--- src/rtl/busdec_pkg.sv ---
package busdec_pkg;

    localparam int BANK_W  = 8;
    localparam int OFF_W   = 16;
    localparam int DATA_W  = 8;
    localparam int WADDR_W = OFF_W + 1;
    localparam int PADDR_W = 8;
    localparam int PDEV_N  = 3;

    // peripheral sub-select positions
    localparam int PDEV_VIDEO = 0;
    localparam int PDEV_AUDIO = 1;
    localparam int PDEV_WRAM  = 2;

    typedef enum logic [1:0] {
        ACC_NONE,
        ACC_READ,
        ACC_WRITE
    } acc_e;

    typedef enum logic [1:0] {
        SPD_FAST,
        SPD_SLOW,
        SPD_XSLOW,
        SPD_IOP
    } speed_e;

    typedef enum logic [2:0] {
        TGT_NONE,
        TGT_WRAM,
        TGT_CART,
        TGT_PBUS,
        TGT_CPUREG
    } tgt_e;

    typedef struct packed {
        tgt_e                 tgt;
        logic [WADDR_W-1:0]   wram_addr;
        logic [PADDR_W-1:0]   pb_addr;
        logic [PDEV_N-1:0]    pb_dev;
        logic                 speed_wr;
    } dec_t;

endpackage

--- src/rtl/addr_region_decoder.sv ---
module addr_region_decoder
    import busdec_pkg::*;
(
    input  logic [BANK_W-1:0] bank,
    input  logic [OFF_W-1:0]  offset,
    input  acc_e              kind,
    input  logic              fast_upper,
    output dec_t              dec,
    output speed_e            spd
);

    logic sys_bank;
    logic upper_half;
    logic cart_spd_fast;

    assign sys_bank      = ~bank[BANK_W-2];
    assign upper_half    = bank[BANK_W-1];
    assign cart_spd_fast = upper_half & fast_upper;

    // peripheral sub-select from the forwarded low byte
    function automatic logic [PDEV_N-1:0] pdev_decode(input logic [PADDR_W-1:0] a);
        logic [PDEV_N-1:0] r;
        r = '0;
        if (a[7:6] == 2'b00)       r[PDEV_VIDEO] = 1'b1;
        else if (a[7:6] == 2'b01)  r[PDEV_AUDIO] = 1'b1;
        else if (a[7:2] == 6'b100000) r[PDEV_WRAM] = 1'b1;
        return r;
    endfunction

    always_comb begin
        dec      = '0;
        dec.tgt  = TGT_NONE;
        spd      = SPD_FAST;
        if (kind == ACC_NONE) begin
            spd = SPD_IOP;
        end else if (sys_bank) begin
            if (offset < 16'h2000) begin
                dec.tgt       = TGT_WRAM;
                dec.wram_addr = {4'b0000, offset[12:0]};
                spd           = SPD_SLOW;
            end else if (offset[15:8] == 8'h21) begin
                dec.tgt     = TGT_PBUS;
                dec.pb_addr = offset[PADDR_W-1:0];
                dec.pb_dev  = pdev_decode(offset[PADDR_W-1:0]);
                spd         = SPD_FAST;
            end else if (offset < 16'h4000) begin
                spd = SPD_FAST;
            end else if (offset < 16'h4200) begin
                dec.tgt = TGT_CPUREG;
                spd     = SPD_XSLOW;
            end else if (offset < 16'h4400) begin
                dec.tgt      = TGT_CPUREG;
                dec.speed_wr = (kind == ACC_WRITE) && (offset == 16'h420D);
                spd          = SPD_FAST;
            end else if (offset < 16'h6000) begin
                spd = SPD_FAST;
            end else if (!offset[OFF_W-1]) begin
                spd = SPD_SLOW;
            end else begin
                dec.tgt = TGT_CART;
                spd     = cart_spd_fast ? SPD_FAST : SPD_SLOW;
            end
        end else if (!upper_half) begin
            if (bank[BANK_W-1:1] == 7'h3F) begin
                dec.tgt       = TGT_WRAM;
                dec.wram_addr = {bank[0], offset};
            end else begin
                dec.tgt = TGT_CART;
            end
            spd = SPD_SLOW;
        end else begin
            dec.tgt = TGT_CART;
            spd     = fast_upper ? SPD_FAST : SPD_SLOW;
        end
    end

endmodule

--- src/rtl/bus_cycle_timer.sv ---
module bus_cycle_timer #(
    parameter int CNT_W = 4
) (
    input  logic             clk,
    input  logic             rst_n,
    input  logic             start,
    input  logic [CNT_W-1:0] len,
    output logic             busy,
    output logic             done,
    output logic             accept
);

    typedef enum logic [1:0] {
        S_IDLE,
        S_RUN,
        S_DONE
    } st_e;

    st_e              st_q, st_d;
    logic [CNT_W-1:0] cnt_q, cnt_d;

    always_comb begin
        st_d  = st_q;
        cnt_d = cnt_q;
        unique case (st_q)
            S_IDLE: begin
                if (start) begin
                    st_d  = S_RUN;
                    cnt_d = len - CNT_W'(2);
                end
            end
            S_RUN: begin
                if (cnt_q == '0) st_d = S_DONE;
                else             cnt_d = cnt_q - CNT_W'(1);
            end
            S_DONE: st_d = S_IDLE;
            default: st_d = S_IDLE;
        endcase
    end

    always_ff @(posedge clk) begin
        if (!rst_n) begin
            st_q  <= S_IDLE;
            cnt_q <= '0;
        end else begin
            st_q  <= st_d;
            cnt_q <= cnt_d;
        end
    end

    always_comb begin
        busy   = (st_q != S_IDLE);
        done   = (st_q == S_DONE);
        accept = (st_q == S_IDLE) && start;
    end

endmodule

--- src/rtl/open_bus_latch.sv ---
module open_bus_latch #(
    parameter int W = 8
) (
    input  logic         clk,
    input  logic         rst_n,
    input  logic         upd,
    input  logic [W-1:0] val,
    output logic [W-1:0] q
);

    always_ff @(posedge clk) begin
        if (!rst_n)   q <= '0;
        else if (upd) q <= val;
    end

endmodule

--- src/rtl/mem_bus_decoder.sv ---
module mem_bus_decoder
    import busdec_pkg::*;
#(
    parameter int FAST_CLKS  = 6,
    parameter int SLOW_CLKS  = 8,
    parameter int XSLOW_CLKS = 12,
    parameter int IOP_CLKS   = 6
) (
    input  logic               clk,
    input  logic               rst_n,
    input  logic               start,
    input  logic [BANK_W-1:0]  bank,
    input  logic [OFF_W-1:0]   offset,
    input  logic               rd,
    input  logic               wr,
    input  logic [DATA_W-1:0]  wdata,
    input  logic               dev_valid,
    input  logic [DATA_W-1:0]  dev_data,
    output logic               busy,
    output logic               done,
    output logic               wram_sel,
    output logic [WADDR_W-1:0] wram_addr,
    output logic               cart_sel,
    output logic [PADDR_W-1:0] pbus_addr,
    output logic               pbus_rd,
    output logic               pbus_wr,
    output logic               pbus_video_sel,
    output logic               pbus_audio_sel,
    output logic               pbus_wram_sel,
    output logic [DATA_W-1:0]  cpu_rdata
);

    localparam int MAX_AB   = (FAST_CLKS > SLOW_CLKS) ? FAST_CLKS : SLOW_CLKS;
    localparam int MAX_CD   = (XSLOW_CLKS > IOP_CLKS) ? XSLOW_CLKS : IOP_CLKS;
    localparam int MAX_CLKS = (MAX_AB > MAX_CD) ? MAX_AB : MAX_CD;
    localparam int CNT_W    = $clog2(MAX_CLKS + 1);

    acc_e              kind, kind_q;
    dec_t              dec, dec_q;
    speed_e            spd;
    logic              fast_q;
    logic [CNT_W-1:0]  len;
    logic              accept;
    logic [DATA_W-1:0] wdata_q;
    logic [DATA_W-1:0] ob_q;
    logic              ob_upd;
    logic [DATA_W-1:0] ob_val;
    logic              pb_act;

    assign kind = wr ? ACC_WRITE : (rd ? ACC_READ : ACC_NONE);

    addr_region_decoder u_dec (
        .bank       (bank),
        .offset     (offset),
        .kind       (kind),
        .fast_upper (fast_q),
        .dec        (dec),
        .spd        (spd)
    );

    always_comb begin
        unique case (spd)
            SPD_FAST:  len = CNT_W'(FAST_CLKS);
            SPD_SLOW:  len = CNT_W'(SLOW_CLKS);
            SPD_XSLOW: len = CNT_W'(XSLOW_CLKS);
            SPD_IOP:   len = CNT_W'(IOP_CLKS);
            default:   len = CNT_W'(SLOW_CLKS);
        endcase
    end

    bus_cycle_timer #(.CNT_W(CNT_W)) u_tmr (
        .clk    (clk),
        .rst_n  (rst_n),
        .start  (start),
        .len    (len),
        .busy   (busy),
        .done   (done),
        .accept (accept)
    );

    // request capture at acceptance
    always_ff @(posedge clk) begin
        if (!rst_n) begin
            dec_q   <= '0;
            kind_q  <= ACC_NONE;
            wdata_q <= '0;
        end else if (accept) begin
            dec_q   <= dec;
            kind_q  <= kind;
            wdata_q <= wdata;
        end
    end

    // speed control bit
    always_ff @(posedge clk) begin
        if (!rst_n)                    fast_q <= 1'b0;
        else if (done && dec_q.speed_wr) fast_q <= wdata_q[0];
    end

    assign ob_upd = done && ((kind_q == ACC_WRITE) || ((kind_q == ACC_READ) && dev_valid));
    assign ob_val = (kind_q == ACC_WRITE) ? wdata_q : dev_data;

    open_bus_latch #(.W(DATA_W)) u_ob (
        .clk   (clk),
        .rst_n (rst_n),
        .upd   (ob_upd),
        .val   (ob_val),
        .q     (ob_q)
    );

    assign pb_act = busy && (dec_q.tgt == TGT_PBUS);

    always_comb begin
        wram_sel       = busy && (dec_q.tgt == TGT_WRAM);
        cart_sel       = busy && (dec_q.tgt == TGT_CART);
        wram_addr      = wram_sel ? dec_q.wram_addr : '0;
        pbus_addr      = pb_act ? dec_q.pb_addr : '0;
        pbus_rd        = pb_act && (kind_q == ACC_READ);
        pbus_wr        = pb_act && (kind_q == ACC_WRITE);
        pbus_video_sel = pb_act && dec_q.pb_dev[PDEV_VIDEO];
        pbus_audio_sel = pb_act && dec_q.pb_dev[PDEV_AUDIO];
        pbus_wram_sel  = pb_act && dec_q.pb_dev[PDEV_WRAM];
        cpu_rdata      = (done && (kind_q == ACC_READ) && dev_valid) ? dev_data : ob_q;
    end

endmodule

--- config.mk ---
export PLATFORM = sky130hd
export DESIGN_NAME = mem_bus_decoder
export DESIGN_NICKNAME = d
export VERILOG_FILES = /design/src/rtl/busdec_pkg.sv /design/src/rtl/addr_region_decoder.sv /design/src/rtl/bus_cycle_timer.sv /design/src/rtl/open_bus_latch.sv /design/src/rtl/mem_bus_decoder.sv
export SDC_FILE = /design/constraint.sdc
export NUM_CORES = 1
export LEC_CHECK = 0
export BUFFER_PORTS_ARGS = -buffer_cell sky130_fd_sc_hd__clkbuf_2
export CAP_MARGIN = 10
export CELL_PAD_IN_SITES_DETAIL_PLACEMENT = 1
export CELL_PAD_IN_SITES_GLOBAL_PLACEMENT = 1
export CORE_MARGIN = 3
export CORE_UTILIZATION = 38
export DETAILED_ROUTE_END_ITERATION = 7
export PLACE_DENSITY = 0.85
export SYNTH_ARGS = -nofsm -noshare
export SYNTH_HDL_FRONTEND = slang
export SYNTH_SLANG_ARGS = --single-unit
export TNS_END_PERCENT = 50
--- constraint.sdc ---
create_clock -name clk -period 2.8 [get_ports clk]
set_clock_uncertainty 0.1 [all_clocks]
set_input_delay 0.56 -clock clk [delete_from_list [all_inputs] [get_ports clk]]
set_output_delay 0.56 -clock clk [all_outputs]
set_load 0.05 [all_outputs]
==> results_dict.tcl, run 1 <==
set metrics [dict create \
    outcome "complete, no violations" \
    p_int_w 0.00146 \
    rrSetupSlack_ns 0.84 \
    grt.met3_usage_pct 3.90 \
    power.density_mw_per_mm2 560 \
    io_pins 88 \
    syn-num-nets 351 \
    report.final.slew_viol_count 0 \
    relSlewSlack_pct 51.7 \
    place_inst 476 \
    ant_nets 0 \
    multi_input_area_mm2 0.00157 \
    rows 30 \
    post_synth.cell_area_avg_um2 9.39 \
    swShare_pct 27.1 \
    seq_area_mm2 0.00114 \
    final_cells 491 \
    cp.required_ns 2.14 \
    cts_max_path_buffers 2 \
    ys_ff_latch 57 \
    met2_usage_pct 34.2 \
    drtIter0Drc 88 \
    clk_latency_ns 0.34 \
    setup_viol 0 \
    cts_setup_buffers 0 \
    start_kind "flip-flop" \
    crit_end "pbus_rd" \
    startpoint "u_tmr.st_q[1]" \
    vias 2652 \
    routed_wl_um 8240 \
    layout.nets 440 \
    top_usage_layer "met2" \
    r2r-start "u_tmr.st_q[0]" \
    root_buffer "clkbuf_8" \
    worstMarginPinSlew_ns 0.725 \
    p_leak_nw 1.69 \
    clock_sinks 57 \
    fin_crit_sh_pct 91.7 \
    first_pass_iters 5 \
    path_clk_slew_ns 0.06 \
    synthCells 302 \
    fillers 877 \
    drc 0 \
    synth_xor_area_share_pct 0.309 \
    layout-drive-gt1-share_pct 32.7 \
    yosys.area_share.adder_pct 1.32 \
    hpwl_um 5910 \
    cts_tree "done" \
    comb_power_share_pct 15.0 \
    wl_per_cell_um 16.8 \
    cp_max_fo 12 \
    final-hold-violation-count 0 \
    grtUsageMet1_pct 24.1 \
    yosysSeqAreaShare_pct 40.2 \
    grt_pass1_vias 2661 \
    synthMuxAreaShare_pct 6.70 \
    syn_to_final_growth_pct 25.7 \
    fmax_mhz 389 \
    yosysWarnings 0 \
    cts-buffers-inserted 9 \
    path_class "flip-flop to output pin" \
    yosys_most_used_dff "dfxtp_1" \
    grt_usage_pct 19.8 \
    cts_hold_buf 0 \
    grt_pass1_wl_um 13400 \
    sequentialPowerShare_pct 43.3 \
    power_frac_clock_pct 41.7 \
    yosysUniqueCellTypes 48 \
    initial_core_util_pct 40.4 \
    cap_violations 0 \
    die_y_um 92.4 \
    worstSetupEndpointType "output pin" \
    fin_setup_tns_ns 0 \
    via_per_inst 5.40 \
    rr_endpoint "dec_q[2]" \
    netlist_area_mm2 0.00284 \
    die_w_um 92.4 \
    worst_ir_drop_vdd_uv 254 \
    hold_class "input pin to flip-flop" \
    rsz0062_at_grt "no" \
    period_needed_ns 2.57 \
    htree_levels 3 \
    postSynth.asyncResetShare_pct 0 \
    r2r.worst_path.cells 4 \
    synth_top_family_by_area "simple AND/OR/NAND/NOR gates" \
    worst-endpoint-arrival_ns 1.91 \
    synth_edf_count 0 \
    synthSimpleGateAreaFrac_pct 27.9 \
    placeableCoreArea_mm2 0.00702 \
    floorplan.die_area_mm2 0.00854 \
    grt_antenna_before_repair 0 \
    netSwitchingPower_w 0.000541 \
    n_antenna_cell 0 \
    place.port_buffers 87 \
    gp_congestion 0.850 \
    synth_compound_area_share_pct 18.9 \
    grt_start_max_net_pins 44 \
    grt_overflow 0 \
    post_cts_resized 0 \
]
## through the flow
step | instance area (um^2) | power (W) | setup slack, ns | util [%] | hold slack (ns)
6_report | 3570 | 0.00200 | 0.231 | 50.8 | 0.327
5_1_grt | 3570 | 0.00209 | 0.00633 | 50.8 | 0.324
4_1_cts | 3570 | 0.00201 | 0.207 | 50.8 | 0.318
3_5_place_dp | 3350 | 0.00118 | 0.157 | 47.8 | 0.358
3_3_place_gp | 3350 | 0.00116 | 0.257 | 47.8 | 0.343
2_1_floorplan | 2840 | 0.00108 | 0.161 | - | 0.334
## worst min-delay path by stage
| stage | from | end | cells past startpoint |
|---|---|---|---|
| 3_3_place_gp | dec_q[2] | dec_q[2] | 1 |
| 6_report | bank[0] | dec_q[28] | 2 |
| 2_1_floorplan | dec_q[2] | dec_q[2] | 1 |
| 4_1_cts | bank[0] | dec_q[28] | 2 |
| 3_5_place_dp | dec_q[2] | dec_q[2] | 1 |
| 5_1_grt | bank[0] | dec_q[28] | 2 |
## cell usage in the layout (no fill, tap or decap), types with 9 or more instances in the layout
cell type and instances:
nor2_1 10, and2_1 29, nor2b_1 16, nand2_1 34, clkbuf_2 87, clkbuf_8 13, buf_4 9, a22o_1 15
mux2i_1 10, dfxtp_1 57, a21boi_0 12, a32oi_1 13
## synthesized netlist by cell type (5+ instances only)
cell / count / share of area [%]
mux2i_1: 10 / 3.5
a32oi_1: 13 / 4.0
inv_1: 6 / 0.79
dfxtp_1: 57 / 40
mux2_2: 8 / 3.2
nor3_1: 7 / 1.2
nand2_1: 34 / 4.5
nand2b_1: 6 / 1.3
and2_1: 29 / 6.4
buf_2: 5 / 0.88
nor2b_1: 16 / 3.5
nor2_1: 10 / 1.3
clkbuf_1: 8 / 1.1
a21boi_0: 12 / 3.2
a22o_1: 15 / 4.6
o21ai_0: 5 / 0.88
o211a_1: 8 / 2.8
## registers in the layout, indices dropped and copies added (netlist names)
name         flops
fast_q           1
u_tmr.cnt_q      4
wdata_q          8
kind_q           2
dec_q           32
u_tmr.st_q       2
u_ob.q           8
## layer usage
layer / up-vias / wire [um]
met5: - / 0
met1: 1292 / 3560
met2: 77 / 4160
li1: 1275 / -
met3: 8 / 426
met4: 0 / 91
## worst max-delay path, cell delays in order, from the launching register on
cell and delay, ns:
dfxtp_1 0.43, nor2_1 0.11, nor2_1 0.13, and3_1 0.38
and3b_1 0.23, clkbuf_2 0.28
## logic make-up (layout without fill, tap and decap cells)
group	count (synthesis)	after routing
AO/OA/AOI/OAI	65	65
XOR/XNOR	1	1
adder cells (fa/ha/maj)	3	3
buffers and inverters	24	117
flip-flops	57	57
multiplexers	18	18
AND/OR/NAND/NOR	134	134
## cell type report
cell class,count,share of cell area (%)
clock inverter,2,0.982
multi-input combinational,221,43.9
timing repair buffer,96,14.1
clock buffer,13,5.02
sequential,57,32.0
tap,96,3.37
inverter,6,0.632
## power by group through the flow
stage | Combinational [W] | Sequential (W) | Clock (W)
after floorplan | 0.000202 | 0.000874 | 0
after global placement | 0.000285 | 0.000879 | 0
after detailed placement | 0.000295 | 0.000882 | 0
after CTS | 0.000301 | 0.000865 | 0.000843
after global routing | 0.000328 | 0.000870 | 0.000888
final | 0.000299 | 0.000865 | 0.000832
Note: power is estimated with default switching activity, not from simulation.
==> inputs of run 2 (changes only) <==
Settings changed: BUFFER_PORTS_ARGS -buffer_cell sky130_fd_sc_hd__clkbuf_2 to default, CORE_UTILIZATION 38 to 47, DONT_BUFFER_PORTS from default to 1, PLACE_DENSITY 0.85 to 0.84.
==> run 2 against run 1 <==
  * Worst setup slack worse by 0.044 ns
  * Clock power up 5.8%
  * Hold slack worse by 0.093 ns
  * Flip-flop and latch count unchanged
  * Largest cell class unchanged
  * Via count down 12%
==> results_dict.tcl, run 2 (synthesis gave the netlist of run 1 again) <==
set metrics [dict create \
    start_kind "flip-flop" \
    rows 27 \
    report.final.slew_viol_count 0 \
    swShare_pct 27.6 \
    rr_endpoint "dec_q[16]" \
    wl_per_cell_um 20.5 \
    path_class "flip-flop to output pin" \
    place.port_buffers 0 \
    io_pins 88 \
    ant_nets 0 \
    min_path_cells 1 \
    grt_usage_pct 22.4 \
    largestRegisters "dec_q x32, u_ob.q x8, wdata_q x8" \
    final_common_cell "dfxtp_1" \
    cts_setup_buffers 0 \
    drc 0 \
    fin_crit_sh_pct 93.3 \
    r2r.worst_path.cells 4 \
    cap_violations 0 \
    cp_slowest_stage_delay_ns 0.51 \
    cp_max_fo 18 \
    layout-drive-gt1-share_pct 14.0 \
    hp-start "rst_n" \
    seq_area_mm2 0.00114 \
    r2r-start "u_tmr.st_q[0]" \
    largest_reg_flops 32 \
    worst_ir_drop_vdd_uv 308 \
    grt_start_max_net_pins 45 \
    comb_power_share_pct 11.8 \
    rsz0062_at_grt "no" \
    critPathSlowestCell "and2_1" \
    layout.nets 351 \
    clock_sinks 57 \
    outcome "complete, no violations" \
    drtIter0Drc 110 \
    initial_core_util_pct 50.0 \
    power.density_mw_per_mm2 636 \
    cts_hold_buf 0 \
    place_inst 363 \
    syn_to_final_growth_pct 9.75 \
    fillers 659 \
    placeableCoreArea_mm2 0.00568 \
    cts_max_path_buffers 2 \
    crit_chain "inv_1 -> nor4_4 -> buf_4 -> and2_1" \
    final-hold-violation-count 0 \
    cp.required_ns 2.14 \
    period_needed_ns 2.61 \
    grt_pass1_wl_um 12500 \
    whs_endpoint "u_tmr.cnt_q[0]" \
    p_int_w 0.00143 \
    routed_wl_um 7760 \
    fmax_mhz 383 \
    final_cells 379 \
    grt_overflow 0 \
    vias 2321 \
    hold_class "input pin to flip-flop" \
    relSlewSlack_pct 54.3 \
    power_frac_clock_pct 44.5 \
    via_per_inst 6.12 \
    worstMarginPinSlew_ns 0.686 \
    grt_pass1_vias 2508 \
    die_w_um 83.7 \
    cts-buffers-inserted 9 \
    n_antenna_cell 0 \
    setup_viol 0 \
    post_cts_resized 0 \
    multi_input_area_mm2 0.00158 \
    worst-endpoint-arrival_ns 1.95 \
    cts_tree "done" \
    fin_setup_tns_ns 0 \
    floorplan.die_area_mm2 0.00700 \
    gp_congestion 0.770 \
    first_pass_iters 4 \
    netSwitchingPower_w 0.000546 \
    root_buffer "clkbuf_8" \
    final_cell_mix "dfxtp_1 (57), nand2_1 (34), and2_1 (29)" \
    grt_antenna_before_repair 0 \
    htree_levels 3 \
    worstSetupEndpointType "output pin" \
    p_leak_nw 1.29 \
    path_clk_slew_ns 0.07 \
    hpwl_um 5640 \
    die_y_um 83.7 \
    clk_latency_ns 0.34 \
    regMostFlops "dec_q" \
    rrSetupSlack_ns 0.77 \
    sequentialPowerShare_pct 43.7 \
]
-- run 2: layer usage --
metal	track usage (%)	part of all wire (%)
met3	5.63	5.2
met4	9.36	2.0
met2	39.4	51
met1	25.6	41
met5	0	0
-- run 2: per-stage QoR --
stage          hold slack (ns)  cell area (um^2)  setup slack [ns]  power [W]  util, %
4_1_cts                  0.227              3110             0.138    0.00199     54.8
3_5_place_dp             0.357              2890             0.134    0.00111     50.8
2_1_floorplan            0.334              2840             0.161    0.00108        -
6_report                 0.234              3110             0.187    0.00198     54.9
3_3_place_gp             0.341              2890             0.349    0.00110     50.8
5_1_grt                  0.234              3110            0.0222    0.00205     54.9
-- run 2: power groups by stage --
stage	Clock, W	Sequential (W)	Combinational (W)
floorplan	0	0.000874	0.000202
global placement	0	0.000880	0.000222
detailed placement	0	0.000883	0.000231
CTS	0.000894	0.000864	0.000235
global route	0.000929	0.000869	0.000256
finish	0.000880	0.000865	0.000234
-- run 2: final cells by class --
class                      instances  area share [%]
multi-input combinational        221            50.8
sequential                        57            36.7
clock buffer                       9            3.98
clock inverter                     7            3.30
tap                               72            2.89
timing repair buffer               7            1.69
inverter                           6           0.723
-- run 2: how the worst max path moves through the flow --
stage	from	to
after detailed placement	offset[11]	u_tmr.cnt_q[2]
after global placement	offset[11]	u_tmr.cnt_q[2]
after floorplan	dec_q[29]	wram_addr[10]
after CTS	u_tmr.st_q[0]	pbus_rd
after global routing	u_tmr.st_q[1]	pbus_video_sel
final	dec_q[29]	wram_addr[12]
-- run 2: critical path: cells and delay by family, from the launching register on --
kind,cells,cell delay (ns)
and+or+nand+nor,2,0.79
buffers and inverters,2,0.44
DFF,1,0.37
==> inputs of run 3 (changes only) <==
Settings changed: CELL_PAD_IN_SITES_DETAIL_PLACEMENT 1 to 0.
==> run 3 against run 2 <==
  * Core utilization is 0.31 points lower
  * Maximum frequency grew 1.0%
  * Flip-flop and latch count unchanged
  * Largest power group is now sequential cells
  * Total power decreased by 3.4%
==> results_dict.tcl, run 3 (synthesis gave the netlist of run 1 again) <==
set metrics [dict create \
    outcome "complete, no violations" \
    rsz0062_at_grt "no" \
    syn_to_final_growth_pct 9.13 \
    placeableCoreArea_mm2 0.00568 \
    first_pass_iters 4 \
    io_pins 88 \
    via_per_inst 5.84 \
    relSlewSlack_pct 55.4 \
    crit_top_cell "nor2_1" \
    place_inst 363 \
    final_cell_mix "dfxtp_1 (57), nand2_1 (34), and2_1 (29)" \
    path_clk_slew_ns 0.07 \
    period_needed_ns 2.59 \
    worstSetupEndpointType "output pin" \
    cap_violations 0 \
    multi_input_area_mm2 0.00158 \
    report.final.slew_viol_count 0 \
    holdWs_ns 0.250 \
    die_y_um 83.7 \
    sequentialPowerShare_pct 45.2 \
    drtIter0Drc 139 \
    place.port_buffers 0 \
    grt_pass1_vias 2242 \
    path_class "flip-flop to output pin" \
    root_buffer "clkbuf_8" \
    fin_setup_tns_ns 0 \
    cp_slowest_stage_delay_ns 0.54 \
    largestRegisters "dec_q x32, u_ob.q x8, wdata_q x8" \
    ant_nets 0 \
    swShare_pct 25.4 \
    worstMarginPinSlew_ns 0.669 \
    largest_reg_flops 32 \
    floorplan.die_area_mm2 0.00700 \
    regMostFlops "dec_q" \
    hold_class "input pin to flip-flop" \
    clock_sinks 57 \
    cts-buffers-inserted 9 \
    comb_power_share_pct 11.6 \
    dp_slack_ns 0.289 \
    routed_wl_um 6610 \
    layout-drive-gt1-share_pct 13.0 \
    grt_usage_pct 19.2 \
    final-hold-violation-count 0 \
    path_buf_inv 0 \
    wl_per_cell_um 17.4 \
    post_cts_resized 0 \
    vias 2215 \
    seq_area_mm2 0.00114 \
    critPathSlowestCell "and3b_1" \
    final_cells 379 \
    cts_tree "done" \
    rows 27 \
    power.density_mw_per_mm2 617 \
    worst-endpoint-arrival_ns 1.93 \
    fillers 528 \
    fmax_mhz 387 \
    p_leak_nw 1.29 \
    cts_hold_buf 0 \
    grt_antenna_before_repair 0 \
    fin_crit_sh_pct 92.4 \
    cp_max_fo 12 \
    gp_congestion 0.770 \
    cp.required_ns 2.14 \
    grt_overflow 0 \
    clk_latency_ns 0.33 \
    layout.nets 351 \
    drc 0 \
    worst_ir_drop_vdd_uv 315 \
    crit_family "simple AND/OR/NAND/NOR gates" \
    hpwl_um 4750 \
    initial_core_util_pct 50.0 \
    netSwitchingPower_w 0.000486 \
    grt_start_max_net_pins 45 \
    cts_setup_buffers 0 \
    p_int_w 0.00143 \
    die_w_um 83.7 \
    power_frac_clock_pct 43.1 \
    start_kind "flip-flop" \
    crit_chain "nor2_1 -> nor2_1 -> and3_1 -> and3b_1" \
    final_common_cell "dfxtp_1" \
    htree_levels 3 \
    fin_ws_ns 0.213 \
    grt_pass1_wl_um 10800 \
    setup_viol 0 \
    cts_max_path_buffers 2 \
    n_antenna_cell 0 \
]
-- run 3: worst register-to-register path, delay by kind of cell, from the launching register on --
kind / cells / cell delay (ns)
flops: 1 / 0.36
compound gates: 1 / 0.20
simple gates: 3 / 1.28
-- run 3: per-stage QoR --
stage,total power (W),util (%),cell area [um^2]
after floorplan,0.00108,-,2840
after global placement,0.00110,50.8,2890
after detailed placement,0.00110,50.8,2890
after CTS,0.00193,54.5,3100
after global routing,0.00200,54.5,3100
final,0.00191,54.5,3100
-- run 3: power by group through the flow --
stage | Sequential, W | Clock [W] | Combinational [W]
6_report | 0.000864 | 0.000825 | 0.000222
5_1_grt | 0.000868 | 0.000887 | 0.000249
4_1_cts | 0.000863 | 0.000842 | 0.000225
3_5_place_dp | 0.000881 | 0 | 0.000224
3_3_place_gp | 0.000880 | 0 | 0.000222
2_1_floorplan | 0.000874 | 0 | 0.000202
-- run 3: cell type report --
cell class              count  share of cell area (%)
multi-input cells         221                    51.0
flip-flops and latches     57                    36.9
clock buffers              11                    4.24
well taps                  72                    2.91
clock inverters             5                    2.55
repair buffers              7                    1.70
inverters                   6                   0.728
-- run 3: final timing paths --
check | slack, ns | cells after the start | from | endpoint
setup / recovery | 0.21 | 4 | u_tmr.st_q[1] | pbus_rd
hold reg to reg | 0.37 | 2 | wdata_q[2] | wdata_q[2]
setup reg to reg | 0.80 | 4 | u_tmr.st_q[0] | dec_q[24]
hold / removal | 0.25 | 1 | rst_n | u_tmr.cnt_q[0]
-- run 3: routing by layer --
layer | part of all wire (%) | GRT usage (%) | up-vias
met5 | 0 | 0 | -
met4 | 1.3 | 6.14 | 0
met3 | 7.0 | 7.80 | 8
met2 | 46 | 29.4 | 73
met1 | 45 | 24.6 | 1044
li1 | - | - | 1090
